`src/rtl/regwin_pkg.sv`:
```
package regwin_pkg;

  localparam int unsigned PHYS_REGS  = 128;
  localparam int unsigned FIXED_REGS = 32;
  localparam int unsigned IDX_W      = $clog2(PHYS_REGS);

  typedef enum logic [2:0] {
    CMD_NOP   = 3'd0,
    CMD_ALLOC = 3'd1,
    CMD_CALL  = 3'd2,
    CMD_RET   = 3'd3,
    CMD_LOOP  = 3'd4
  } win_cmd_e;

  typedef struct packed {
    logic [IDX_W-1:0] base;
    logic [IDX_W-1:0] size;
    logic [IDX_W-1:0] locl;
    logic [IDX_W-1:0] rot;
    logic [IDX_W-1:0] rrb;
  } frame_t;

endpackage

```
`src/rtl/regwin_stack.sv`:
```
module regwin_stack #(
  parameter int unsigned DEPTH   = 8,
  parameter int unsigned ENTRY_W = 35
) (
  input  logic               clk,
  input  logic               rst,
  input  logic               push,
  input  logic               pop,
  input  logic [ENTRY_W-1:0] wdata,
  output logic [ENTRY_W-1:0] rdata,
  output logic               empty,
  output logic               full
);
  localparam int unsigned PTR_W = (DEPTH > 1) ? $clog2(DEPTH) : 1;
  localparam int unsigned SP_W  = $clog2(DEPTH + 1);

  logic [ENTRY_W-1:0] mem [DEPTH];
  logic [SP_W-1:0]    sp;
  logic [SP_W-1:0]    sp_dec;

  assign sp_dec = sp - 1'b1;
  assign empty  = (sp == '0);
  assign full   = (sp == SP_W'(DEPTH));
  assign rdata  = empty ? '0 : mem[PTR_W'(sp_dec)];

  // storage without reset so it maps onto distributed RAM
  always_ff @(posedge clk) begin
    if (push && !full) mem[PTR_W'(sp)] <= wdata;
  end

  always_ff @(posedge clk) begin
    if (rst) sp <= '0;
    else if (push && !full) sp <= sp + 1'b1;
    else if (pop && !empty) sp <= sp_dec;
  end

  // the controller never pushes onto a full stack
  a_r8_no_push_full: assert property (@(posedge clk) disable iff (rst) full |-> !push);
  // the controller never pops an empty stack
  a_r9_no_pop_empty: assert property (@(posedge clk) disable iff (rst) empty |-> !pop);

endmodule

```
`src/rtl/regwin_ctl.sv`:
```
module regwin_ctl
  import regwin_pkg::*;
#(
  parameter int unsigned POOL = 96
) (
  input  logic             clk,
  input  logic             rst,
  input  logic [2:0]       cmd,
  input  logic [IDX_W-1:0] req_size,
  input  logic [IDX_W-1:0] req_local,
  input  logic [IDX_W-1:0] req_rot,
  input  frame_t           stk_top,
  input  logic             stk_empty,
  input  logic             stk_full,
  output logic             stk_push,
  output logic             stk_pop,
  output frame_t           cur,
  output logic             overflow,
  output logic             underflow
);
  localparam int unsigned SUM_W = IDX_W + 2;

  logic [IDX_W-1:0] held;       // registers owned by suspended frames
  logic [SUM_W-1:0] call_need;
  logic [SUM_W-1:0] alloc_need;
  logic [IDX_W:0]   base_sum;
  logic             call_bad, alloc_bad;
  logic             is_alloc, is_call, is_ret, is_loop;

  assign is_alloc = (cmd == CMD_ALLOC);
  assign is_call  = (cmd == CMD_CALL);
  assign is_ret   = (cmd == CMD_RET);
  assign is_loop  = (cmd == CMD_LOOP);

  assign call_need  = SUM_W'(held) + SUM_W'(cur.locl) + SUM_W'(req_size);
  assign alloc_need = SUM_W'(held) + SUM_W'(req_size);
  assign call_bad   = stk_full || (call_need > SUM_W'(POOL));
  assign alloc_bad  = alloc_need > SUM_W'(POOL);
  assign base_sum   = (IDX_W+1)'(cur.base) + (IDX_W+1)'(cur.locl);

  assign stk_push = is_call && !call_bad;
  assign stk_pop  = is_ret && !stk_empty;

  always_ff @(posedge clk) begin
    if (rst) begin
      cur       <= '0;
      held      <= '0;
      overflow  <= 1'b0;
      underflow <= 1'b0;
    end else begin
      overflow  <= (is_alloc && alloc_bad) || (is_call && call_bad);
      underflow <= is_ret && stk_empty;
      if (is_alloc && !alloc_bad) begin
        cur.size <= req_size;
        cur.locl <= req_local;
        cur.rot  <= req_rot;
        cur.rrb  <= '0;
      end else if (stk_push) begin
        cur.base <= (base_sum >= (IDX_W+1)'(POOL)) ? IDX_W'(base_sum - (IDX_W+1)'(POOL))
                                                   : IDX_W'(base_sum);
        cur.size <= req_size;
        cur.locl <= req_local;
        cur.rot  <= req_rot;
        cur.rrb  <= '0;
        held     <= held + cur.locl;
      end else if (stk_pop) begin
        cur  <= stk_top;
        held <= held - stk_top.locl;
      end else if (is_loop && cur.rot != '0) begin
        cur.rrb <= (cur.rrb == '0) ? cur.rot - 1'b1 : cur.rrb - 1'b1;
      end
    end
  end

  // rotation base stays inside the rotating region
  a_r4_rrb_in_range: assert property (@(posedge clk) disable iff (rst)
    (cur.rot != '0) |-> (cur.rrb < cur.rot));
  // committed registers never exceed the pool
  a_r7_pool_bound: assert property (@(posedge clk) disable iff (rst)
    ((IDX_W+1)'(held) + (IDX_W+1)'(cur.size)) <= (IDX_W+1)'(POOL));
  // a refused command leaves the frame untouched
  a_r8_ovf_keeps_frame: assert property (@(posedge clk) disable iff (rst)
    overflow |-> $stable(cur));
  // a refused return leaves the frame untouched
  a_r9_unf_keeps_frame: assert property (@(posedge clk) disable iff (rst)
    underflow |-> ($stable(cur) && stk_empty));

endmodule

```
`src/rtl/regwin_xlate.sv`:
```
module regwin_xlate
  import regwin_pkg::*;
#(
  parameter int unsigned FIXED = 32,
  parameter int unsigned POOL  = 96
) (
  input  logic             clk,
  input  logic             rst,
  input  logic [IDX_W-1:0] lreg,
  input  logic [IDX_W-1:0] base,
  input  logic [IDX_W-1:0] rot,
  input  logic [IDX_W-1:0] rrb,
  output logic [IDX_W-1:0] preg
);
  logic [IDX_W-1:0] off, eff;
  logic [IDX_W:0]   rsum, psum;
  logic [IDX_W-1:0] roff, wrapped;
  logic             is_fixed;

  assign is_fixed = (lreg < IDX_W'(FIXED));
  assign off      = lreg - IDX_W'(FIXED);
  assign rsum     = (IDX_W+1)'(off) + (IDX_W+1)'(rrb);
  assign roff     = (rsum >= (IDX_W+1)'(rot)) ? IDX_W'(rsum - (IDX_W+1)'(rot)) : IDX_W'(rsum);
  assign eff      = (off < rot) ? roff : off;
  assign psum     = (IDX_W+1)'(base) + (IDX_W+1)'(eff);
  assign wrapped  = (psum >= (IDX_W+1)'(POOL)) ? IDX_W'(psum - (IDX_W+1)'(POOL)) : IDX_W'(psum);

  always_ff @(posedge clk) begin
    if (rst) preg <= '0;
    else     preg <= is_fixed ? lreg : IDX_W'(FIXED) + wrapped;
  end

  // global registers pass straight through one cycle later
  a_r1_fixed_identity: assert property (@(posedge clk) disable iff (rst)
    (lreg < IDX_W'(FIXED)) |=> (preg == $past(lreg)));
  // frame registers never land in the global range
  a_r2_in_pool: assert property (@(posedge clk) disable iff (rst)
    (lreg >= IDX_W'(FIXED)) |=> (preg >= IDX_W'(FIXED)));

endmodule

```
`src/rtl/regwin_mapper.sv`:
```
module regwin_mapper
  import regwin_pkg::*;
#(
  parameter int unsigned STACK_DEPTH = 8
) (
  input  logic             clk,
  input  logic             rst,
  input  logic [2:0]       cmd_i,
  input  logic [IDX_W-1:0] req_size_i,
  input  logic [IDX_W-1:0] req_local_i,
  input  logic [IDX_W-1:0] req_rot_i,
  input  logic [IDX_W-1:0] lreg_i,
  output logic [IDX_W-1:0] preg_o,
  output logic             overflow_o,
  output logic             underflow_o
);
  localparam int unsigned POOL    = PHYS_REGS - FIXED_REGS;
  localparam int unsigned ENTRY_W = $bits(frame_t);

  frame_t             cur;
  logic [ENTRY_W-1:0] stk_rdata;
  logic               stk_push, stk_pop, stk_empty, stk_full;

  regwin_stack #(.DEPTH(STACK_DEPTH), .ENTRY_W(ENTRY_W)) u_stack (
    .clk(clk), .rst(rst), .push(stk_push), .pop(stk_pop),
    .wdata(cur), .rdata(stk_rdata), .empty(stk_empty), .full(stk_full)
  );

  regwin_ctl #(.POOL(POOL)) u_ctl (
    .clk(clk), .rst(rst), .cmd(cmd_i),
    .req_size(req_size_i), .req_local(req_local_i), .req_rot(req_rot_i),
    .stk_top(frame_t'(stk_rdata)), .stk_empty(stk_empty), .stk_full(stk_full),
    .stk_push(stk_push), .stk_pop(stk_pop), .cur(cur),
    .overflow(overflow_o), .underflow(underflow_o)
  );

  regwin_xlate #(.FIXED(FIXED_REGS), .POOL(POOL)) u_xlate (
    .clk(clk), .rst(rst), .lreg(lreg_i),
    .base(cur.base), .rot(cur.rot), .rrb(cur.rrb), .preg(preg_o)
  );

endmodule

```
`config.mk`:
```
export PLATFORM = sky130hd
export DESIGN_NAME = regwin_mapper
export DESIGN_NICKNAME = d
export VERILOG_FILES = /design/src/rtl/regwin_pkg.sv /design/src/rtl/regwin_stack.sv /design/src/rtl/regwin_ctl.sv /design/src/rtl/regwin_xlate.sv /design/src/rtl/regwin_mapper.sv
export SDC_FILE = /design/constraint.sdc
export NUM_CORES = 1
export LEC_CHECK = 0
export ABC_CLOCK_PERIOD_IN_PS = 8900
export BUFFER_PORTS_ARGS = -buffer_cell sky130_fd_sc_hd__buf_2
export CORE_UTILIZATION = 54
export CTS_BUF_LIST = sky130_fd_sc_hd__clkbuf_4
export CTS_CLUSTER_SIZE = 14
export DETAILED_ROUTE_END_ITERATION = 16
export PLACE_DENSITY = 0.76
export SYNTH_ARGS = -nofsm -noshare
export SYNTH_HDL_FRONTEND = slang
export SYNTH_SLANG_ARGS = --single-unit
```
`constraint.sdc`:
```
create_clock -name clk -period 8.9 [get_ports clk]
set_input_delay 0.89 -clock clk [delete_from_list [all_inputs] [get_ports clk]]
set_output_delay 0.89 -clock clk [all_outputs]
set_load 0.1 [all_outputs]
```
==> results.toml, run 1 <==
[status]
status = "finished clean"

[hold_path]
holdPathStages = 3
hold_class = "in -> reg"

[power_and_ir_drop]
power_density_nw_per_um2 = 235
vdd_ir_drop_max_mv = 0.168
p_leak_uw = 0.00555

[sta]
finalCriticalPeriod_ns = 6.05
final-hold-violation-count = 0
min_period_over_period_pct = 68.0
skew_ns = 0.0386
drv_slew = 0
whs_ns = 0.447
fin_tns_setup_ns = 0
worst_pin_slew_ns = 1.19
rsz0062_at_grt = "no"
fin_ws_ns = 2.85
setup_viol = 0
slew_headroom_pct = 20.5
max_freq_ghz = 0.165

[clock_tree]
clk_pin_slew_ns = 0.07
htree_levels = 3
cts_resized = 0
cts.sinks = 272
root_buffer = "clkbuf_4"
post_cts_buffers = 0
numCtsBuffers = 71
cts.path.max_buffers = 3
insertion_delay_ns = 0.71
cts_tree = "done"
cts_hold_buf = 0

[floorplanning]
core_area_sq_um = 24500
die_h_um = 160
placementRows = 57
die_w_um = 160
start_util_pct = 55.3
fp.dieArea_sq_um = 25700
ios = 42

[synthesis]
synth-seq-cells = 272
synth_fp_nets = 1094
synth_cell_types = 71
synth_ff_type = "edfxtp_1"
synth_area_leaders = "edfxtp_1, mux4_2, dfxtp_1"
ys_warn_count = 0
yosysTopAreaCellShare_pct = 49.7
synth_area_sq_um = 13500
yosysTopAreaCell = "edfxtp_1"
synth_most_common_cell = "edfxtp_1"
netlist_top_cells_count = "edfxtp_1, nor2_1, ha_1, a21oi_1, mux4_2"
synth_cells = 987
syn_area_per_cell_sq_um = 13.7
yosysSeqAreaShare_pct = 56.8
synth_edf_count = 224
async_flop_share_pct = 0

[final_layout]
area_growth_pct = 11.4
fillerInstances = 1874
stdcell_count = 1462
drive_gt1_share_pct = 23.6
fin_util_pct = 61.6
final_nets = 1186

[worst_setup_path]
critPathSlowestCell = "o2111a_2"
crit_path_end_kind = "flip-flop"
crit_type = "reg -> reg"
worstPathMaxFanout = 32
worst-path-buf-inv = 2
cp-start-kind = "flip-flop"
cpPeakStageDelay_ns = 0.70
r2r_cells = 28
cp_num_cells = 28
critPathTopFamily = "compound AO/OA/AOI/OAI gates"
cp.arrival_ns = 6.63
worstPathRequired_ns = 9.48

[placement]
port_buffers = 41
place_inst = 1330
dpl.hpwl_um = 19700
pre_cts_slack_ns = 2.71
gp_routability_congestion = 0.875

[route]
drtAntennaViolNets = 0
drc = 0
vias_per_cell = 6.06
drt_first_pass_iters = 5
routed_wl_um = 31500
dr_total_vias = 8864
drtIter0Drc = 632
wl_per_cell_um = 21.5

[global_routing]
grt-ovfl-total = 0
antenna_found_initial = 2
grt_start_max_net_pins = 52
grt_pass1_vias = 8784
grt_first_pass_wirelength_um = 49000
grtUsageTotal_pct = 25.0

[job]
drv_cap = 0
## flip-flops by register name, indices dropped and copies added, names as in the netlist
register and flops:
u_ctl.cur 28, u_ctl.held 7, u_ctl.overflow 1, u_ctl.underflow 1
u_stack.mem 224, u_stack.sp 4, u_xlate.preg 7
## cell usage in the layout, fill, tap and decap left out, types with 5 or more instances in the layout
| cell | instances |
|---|---|
| a211o_1 | 7 |
| a211oi_1 | 12 |
| a21o_1 | 18 |
| a21oi_1 | 59 |
| a221oi_2 | 5 |
| a22oi_1 | 8 |
| a31oi_1 | 5 |
| buf_2 | 41 |
| buf_4 | 17 |
| clkbuf_4 | 103 |
| clkinv_1 | 15 |
| clkinv_2 | 5 |
| dfxtp_1 | 47 |
| edfxtp_1 | 224 |
| fa_1 | 8 |
| ha_1 | 65 |
| inv_1 | 43 |
| mux2_2 | 5 |
| mux2i_1 | 35 |
| mux4_2 | 56 |
| nand2_1 | 55 |
| nand2b_1 | 8 |
| nand3_1 | 15 |
| nor2_1 | 67 |
| nor2b_1 | 10 |
| nor3_1 | 13 |
| nor3b_1 | 5 |
| o21a_1 | 5 |
| o21ai_0 | 38 |
| o22a_1 | 6 |
| o22ai_1 | 5 |
| or3_1 | 6 |
| xnor2_1 | 27 |
| xor2_1 | 12 |
## logic make-up after synthesis
kind of cell | share of synthesized area, %
AOI/OAI and AO/OA | 11.2
adders and majority gates | 7.29
muxes | 12.3
buffers and inverters | 2.54
xor gates and xnor gates | 2.65
and+or+nand+nor | 7.19
DFF | 56.8
## through the flow
step           instance area (sq um)  total power [uW]
2_1_floorplan                  13500              2260
3_3_place_gp                   14200              2460
3_5_place_dp                   14200              2480
4_1_cts                        15100              3560
5_1_grt                        15100              3720
6_report                       15100              3540
## worst reg2reg max path: cells and delay by family (launching register included)
kind / cells / cell delay (ns)
muxes: 1 / 0.37
DFF: 1 / 0.57
xor gates and xnor gates: 3 / 0.36
adders and majority gates: 5 / 1.46
AOI/OAI and AO/OA: 10 / 1.97
and+or+nand+nor: 7 / 1.08
buffers and inverters: 2 / 0.11
## power breakdown
group	switching, uW	internal (uW)	leakage [uW]
Clock	532	543	0.000538
Sequential	75.6	1440	0.00244
Combinational	554	396	0.00257
## routing by layer
layer / part of all wire, % / wire, um / track usage, %
met2: 47 / 14700 / 39.4
met1: 43 / 13600 / 34.9
met5: 0 / 0 / 0
met4: 2.4 / 769 / 8.44
met3: 7.4 / 2310 / 5.14
## worst paths after layout
check	slack [ns]	end	start
max	2.85	u_ctl.held[6]	u_ctl.cur[14]
min	0.45	u_ctl.cur[7]	req_rot_i[0]
max reg2reg	2.85	u_ctl.held[6]	u_ctl.cur[14]
min reg2reg	0.58	u_ctl.held[4]	u_ctl.held[4]
## layout make-up
class	count	area, sq um	area share [%]
repair buffers	58	333	2.21
clock inverters	27	140	0.930
flip-flops and latches	272	7690	51.0
inverters	43	161	1.07
diodes	2	5.00	0.0332
well taps	324	405	2.69
clock buffers	103	773	5.13
multi-input cells	633	5560	36.9
Power figures use the tool's default switching activity.
==> inputs of run 2 (changes only) <==
--- a/config.mk
+++ b/config.mk
@@ -5,7 +5,7 @@
 export SDC_FILE = /design/constraint.sdc
 export NUM_CORES = 1
 export LEC_CHECK = 0
-export ABC_CLOCK_PERIOD_IN_PS = 8900
+export ABC_CLOCK_PERIOD_IN_PS = 5850
 export BUFFER_PORTS_ARGS = -buffer_cell sky130_fd_sc_hd__buf_2
 export CORE_UTILIZATION = 54
 export CTS_BUF_LIST = sky130_fd_sc_hd__clkbuf_4
==> constraint.sdc (replaced) <==
create_clock -name clk -period 5.85 [get_ports clk]
set_input_delay 0.585 -clock clk [delete_from_list [all_inputs] [get_ports clk]]
set_output_delay 0.585 -clock clk [all_outputs]
set_load 0.1 [all_outputs]
==> run 2 against run 1 <==
Design area increased by 1.3%. Die area unchanged. Sequential cell count unchanged. Global-route usage increased by 0.18 points. Combinational power increased by 58%. Sequential share of layout area decreased by 0.66 points. Critical path type unchanged. Highest routed layer unchanged.
==> results.toml, run 2 (synthesis results as in run 1) <==
[status]
status = "finished clean"

[power_and_ir_drop]
p_leak_uw = 0.00569
vdd_ir_drop_max_mv = 0.330
power_density_nw_per_um2 = 354

[route]
vias_per_cell = 6.01
wl_per_cell_um = 20.9
drtIter0Drc = 785
routed_wl_um = 31100
drtAntennaViolNets = 0
drc = 0
drt_first_pass_iters = 5
dr_total_vias = 8934

[final_layout]
most-common-layout-cells = "edfxtp_1, clkbuf_4, nor2_1"
fin_util_pct = 62.4
area_growth_pct = 12.9
regMostFlops = "u_stack.mem"
final_common_cell = "edfxtp_1"
final_nets = 1210
stdcell_count = 1487
largest_reg_flops = 224
drive_gt1_share_pct = 25.2
largest_registers = "u_stack.mem x224, u_ctl.cur x28"

[sta]
final-hold-violation-count = 0
fin_tns_setup_ns = 0
skew_ns = 0.0763
whs_ns = 0.159
finalCriticalPeriod_ns = 5.47
max_freq_ghz = 0.183
min_period_over_period_pct = 93.5
slew_headroom_pct = 18.0
drv_slew = 0
fin_ws_ns = 0.383
worst_pin_slew_ns = 1.22
setup_viol = 0
rsz0062_at_grt = "yes"

[job]
drv_cap = 0

[global_routing]
grt_pass1_vias = 8902
antenna_found_initial = 1
grt_first_pass_wirelength_um = 49300
grt-ovfl-total = 0
grt_start_max_net_pins = 51
grtUsageTotal_pct = 25.2

[clock_tree]
cts.path.max_buffers = 3
htree_levels = 3
cts_hold_buf = 0
clk_pin_slew_ns = 0.06
numCtsBuffers = 72
insertion_delay_ns = 0.72
root_buffer = "clkbuf_4"
cts_tree = "done"
cts.sinks = 272

[floorplanning]
die_w_um = 160
placementRows = 57
ios = 42
die_h_um = 160
fp.dieArea_sq_um = 25700
start_util_pct = 55.3
core_area_sq_um = 24500

[placement]
pre_cts_slack_ns = 0.137
gp_routability_congestion = 0.928
port_buffers = 41
dpl.hpwl_um = 20300
place_inst = 1350

[worst_setup_path]
r2r_cells = 25
cp.arrival_ns = 6.08
worstPathRequired_ns = 6.47
crit_type = "reg -> reg"
worstPathMaxFanout = 7
cp-start-kind = "flip-flop"
crit_path_end_kind = "flip-flop"

[hold_path]
hold_class = "in -> reg"
holdPathStages = 3
[run 2: cell types whose count changed in the layout (fill, tap and decap cells not counted), sizes merged]
cell	previous run	this run
buf	58	81
clkinv	24	27
inv	44	47
clkbuf	103	101
clkinvlp	2	1
diode	2	1
[run 2: area by class of cell]
class	count	area, sq um
Tap cell	324	405
Sequential cell	272	7690
Antenna cell	1	2.50
Clock buffer	101	758
Fill cell	1839	9190
Inverter	43	161
Multi-Input combinational cell	633	5590
Timing Repair Buffer	81	505
Clock inverter	32	160
[run 2: critical path: stages (launching register included)]
cell and delay, ns:
dfxtp_1 0.45, ha_1 0.23, inv_1 0.06, fa_1 0.39, inv_1 0.07, a21o_1 0.11
a21oi_1 0.09, o21ai_0 0.18, a21oi_1 0.12, xnor2_1 0.21, ha_1 0.29, nand4_1 0.10
nor2_1 0.06, a2111oi_2 0.44, nand2_1 0.22, mux2i_1 0.15, mux2_2 0.26, ha_1 0.21
fa_1 0.41, a21oi_1 0.17, o21bai_1 0.10, a21o_1 0.18, a21oi_1 0.16, xnor2_1 0.11
or4_1 0.47, o211ai_1 0.11
[run 2: path summary, 6_finish.rpt]
path	start	end	slack (ns)
min reg2reg	u_ctl.cur[0]	u_stack.mem[4][0]	0.57
max	u_ctl.cur[0]	u_xlate.preg[6]	0.38
max reg2reg	u_ctl.cur[0]	u_xlate.preg[6]	0.38
min	req_rot_i[5]	u_ctl.cur[12]	0.16
[run 2: metal layers]
layer	part of all wire (%)	track usage (%)
met1	42	34.7
met5	0	0
met2	48	39.7
met3	7.2	5.37
met4	2.6	9.26
[run 2: report_power, final]
group / switching (uW) / internal (uW)
Sequential: 82.1 / 2190
Clock: 804 / 820
Combinational: 878 / 625
Total: 1760 / 3640
[run 2: through the flow]
step                instance area (sq um)  total power, uW
floorplan                           13500             3440
global placement                    14300             3770
detailed placement                  14300             3800
CTS                                 15200             5430
global route                        15300             5700
finish                              15300             5400
[run 2: what timing repair did]
| action | CTS | global route |
|---|---|---|
| setup endpoints to repair | 0 | 3 |
| resized for setup | 0 | 5 |
| buffers inserted | 0 | 3 |
| hold endpoints to repair | 0 | 0 |
==> inputs of run 3 (changes only) <==
--- a/config.mk
+++ b/config.mk
@@ -5,6 +5,7 @@
 export SDC_FILE = /design/constraint.sdc
 export NUM_CORES = 1
 export LEC_CHECK = 0
+export ABC_AREA = 1
 export ABC_CLOCK_PERIOD_IN_PS = 5850
 export BUFFER_PORTS_ARGS = -buffer_cell sky130_fd_sc_hd__buf_2
 export CORE_UTILIZATION = 54
==> run 3 against run 2 <==
Count of clock-buffer cells in the layout increased by 1. Sequential power rose by 23%. Sequential cell count unchanged. Combinational power rose to 3.2 times the previous value. Register-to-register slack better by 0.03 ns. Wire length increased by 9.5%. Setup slack improved by 0.033 ns. Synthesized cell count grew 39%. Total power up 72%. Hold slack improved by 0.047 ns. Die area is 1.2% higher. Design area down 0.56%. Critical endpoint is now u_ctl.held[6]. Highest routed layer unchanged.
==> results.toml, run 3 <==
[global_routing]
grt-ovfl-total = 0
grtUsageTotal_pct = 26.9
grt_first_pass_wirelength_um = 54200
grt_pass1_vias = 10300
grt_start_max_net_pins = 88
antenna_found_initial = 1

[clock_tree]
insertion_delay_ns = 0.69
numCtsBuffers = 70
cts_resized = 0
htree_levels = 3
clk_pin_slew_ns = 0.07
root_buffer = "clkbuf_4"
post_cts_buffers = 0
cts_tree = "done"
cts_hold_buf = 0
cts.sinks = 272
cts.path.max_buffers = 3

[sta]
finalCriticalPeriod_ns = 5.43
min_period_over_period_pct = 92.9
fin_ws_ns = 0.417
drv_slew = 0
skew_ns = 0.0626
rsz0062_at_grt = "no"
final-hold-violation-count = 0
worst_pin_slew_ns = 1.20
setup_viol = 0
max_freq_ghz = 0.184
slew_headroom_pct = 19.5
fin_tns_setup_ns = 0

[synthesis]
yosysTopAreaCell = "edfxtp_1"
synth_ff_type = "edfxtp_1"
netlist_top_cells_count = "edfxtp_1, nand2_1, nor2_1, o21ai_0, inv_1"
yosysTopAreaCellShare_pct = 49.1
synth-seq-cells = 272
syn_area_per_cell_sq_um = 9.97
synth_cell_types = 45
ys_warn_count = 0
synth_area_leaders = "edfxtp_1, dfxtp_1, ha_1"
synth_edf_count = 224
async_flop_share_pct = 0
synth_cells = 1374
synth_area_sq_um = 13700
synth_fp_nets = 1481
synth_most_common_cell = "edfxtp_1"
yosysSeqAreaShare_pct = 56.1

[floorplanning]
die_w_um = 161
ios = 42
fp.dieArea_sq_um = 26000
placementRows = 57
die_h_um = 161
start_util_pct = 55.7
core_area_sq_um = 24600

[placement]
pre_cts_slack_ns = 0.435
gp_routability_congestion = 0.940
dpl.hpwl_um = 21400
port_buffers = 41

[route]
routed_wl_um = 34100
drt_first_pass_iters = 6
drc = 0
drtAntennaViolNets = 0
dr_total_vias = 10500
wl_per_cell_um = 18.6
vias_per_cell = 5.75
drtIter0Drc = 852

[final_layout]
ff_latch_area_sq_um = 7690
drive_gt1_share_pct = 13.9
final_nets = 1561
regMostFlops = "u_stack.mem"
largest_reg_flops = 224
final_common_cell = "edfxtp_1"
most-common-layout-cells = "edfxtp_1, nand2_1, nor2_1"
largest_registers = "u_stack.mem x224, u_ctl.cur x28"
area_growth_pct = 10.9
multi_input_area_sq_um = 5250
fillerInstances = 1989

[worst_setup_path]
cpPeakStageDelay_ns = 0.49
cp-start-kind = "flip-flop"
worstPathMaxFanout = 22
worst-path-buf-inv = 7
crit_path_frequent_cell = "nand2_1"
crit_path_end_kind = "flip-flop"
crit_type = "reg -> reg"
critPathSlowestCell = "dfxtp_2"
critPathTopFamily = "adder cells"
worstPathRequired_ns = 6.43
cp.arrival_ns = 6.02

[power_and_ir_drop]
power_density_nw_per_um2 = 610
total_power_uw = 9270
p_leak_uw = 0.00620
vdd_ir_drop_max_mv = 0.596

[status]
status = "finished clean"

[hold_path]
hold_class = "in -> reg"

[job]
drv_cap = 0
## run 3: final cells by class
type,instances,share of cell area [%]
clock buffers,102,5.04
well taps,324,2.67
multi-input cells,915,34.5
flip-flops and latches,272,50.6
inverters,129,3.22
diodes,1,0.0165
clock inverters,23,1.29
repair buffers,66,2.59
## run 3: cells by family (layout without fill, tap and decap cells)
| kind of cell | Yosys count | count (layout) | synth area share, % |
|---|---|---|---|
| xor gates and xnor gates | 42 | 42 | 2.74 |
| other | 0 | 1 | 0 |
| AOI/OAI and AO/OA | 330 | 330 | 13.6 |
| adders and majority gates | 74 | 74 | 7.20 |
| buffers and inverters | 187 | 320 | 5.94 |
| and+or+nand+nor | 469 | 469 | 14.4 |
| DFF | 272 | 272 | 56.1 |
## run 3: worst register-to-register path: cells and delay by family, from the launching register on
kind,cells,cell delay [ns]
compound gates,7,1.13
xor+xnor,1,0.13
fa+ha+maj,5,1.54
buf+inv,7,0.55
flops,1,0.49
simple gates,14,1.50
## run 3: metrics by stage
stage	utilization (%)	hold slack [ns]	instance area (sq um)	cells
2_1_floorplan	-	0.482	13700	1374
3_3_place_gp	57.8	0.509	14200	1706
3_5_place_dp	57.8	0.512	14200	1706
4_1_cts	61.7	0.168	15200	1831
5_1_grt	61.7	0.198	15200	1832
6_report	61.7	0.206	15200	1832
## run 3: where the power goes
part / switching (uW) / internal [uW] / total [uW]
registers: 316 / 2470 / 2790
logic: 3130 / 1600 / 4730
clock network: 771 / 978 / 1750
total: 4220 / 5050 / 9270
## run 3: worst paths after layout
check	from	to	slack, ns	cells past startpoint
worst max-delay path	u_ctl.cur[14]	u_ctl.held[6]	0.42	34
worst min-delay path	req_local_i[4]	u_ctl.cur[18]	0.21	3
worst min register to register	u_stack.sp[3]	u_stack.sp[3]	0.53	2
worst max register to register	u_ctl.cur[14]	u_ctl.held[6]	0.42	34
## run 3: routing by layer
metal,track usage [%],vias up,part of all wire [%]
met3,4.62,67,8.3
met2,44.1,460,48
met4,11.0,0,2.5
li1,-,5011,-
met1,35.6,4997,42
met5,0,-,0
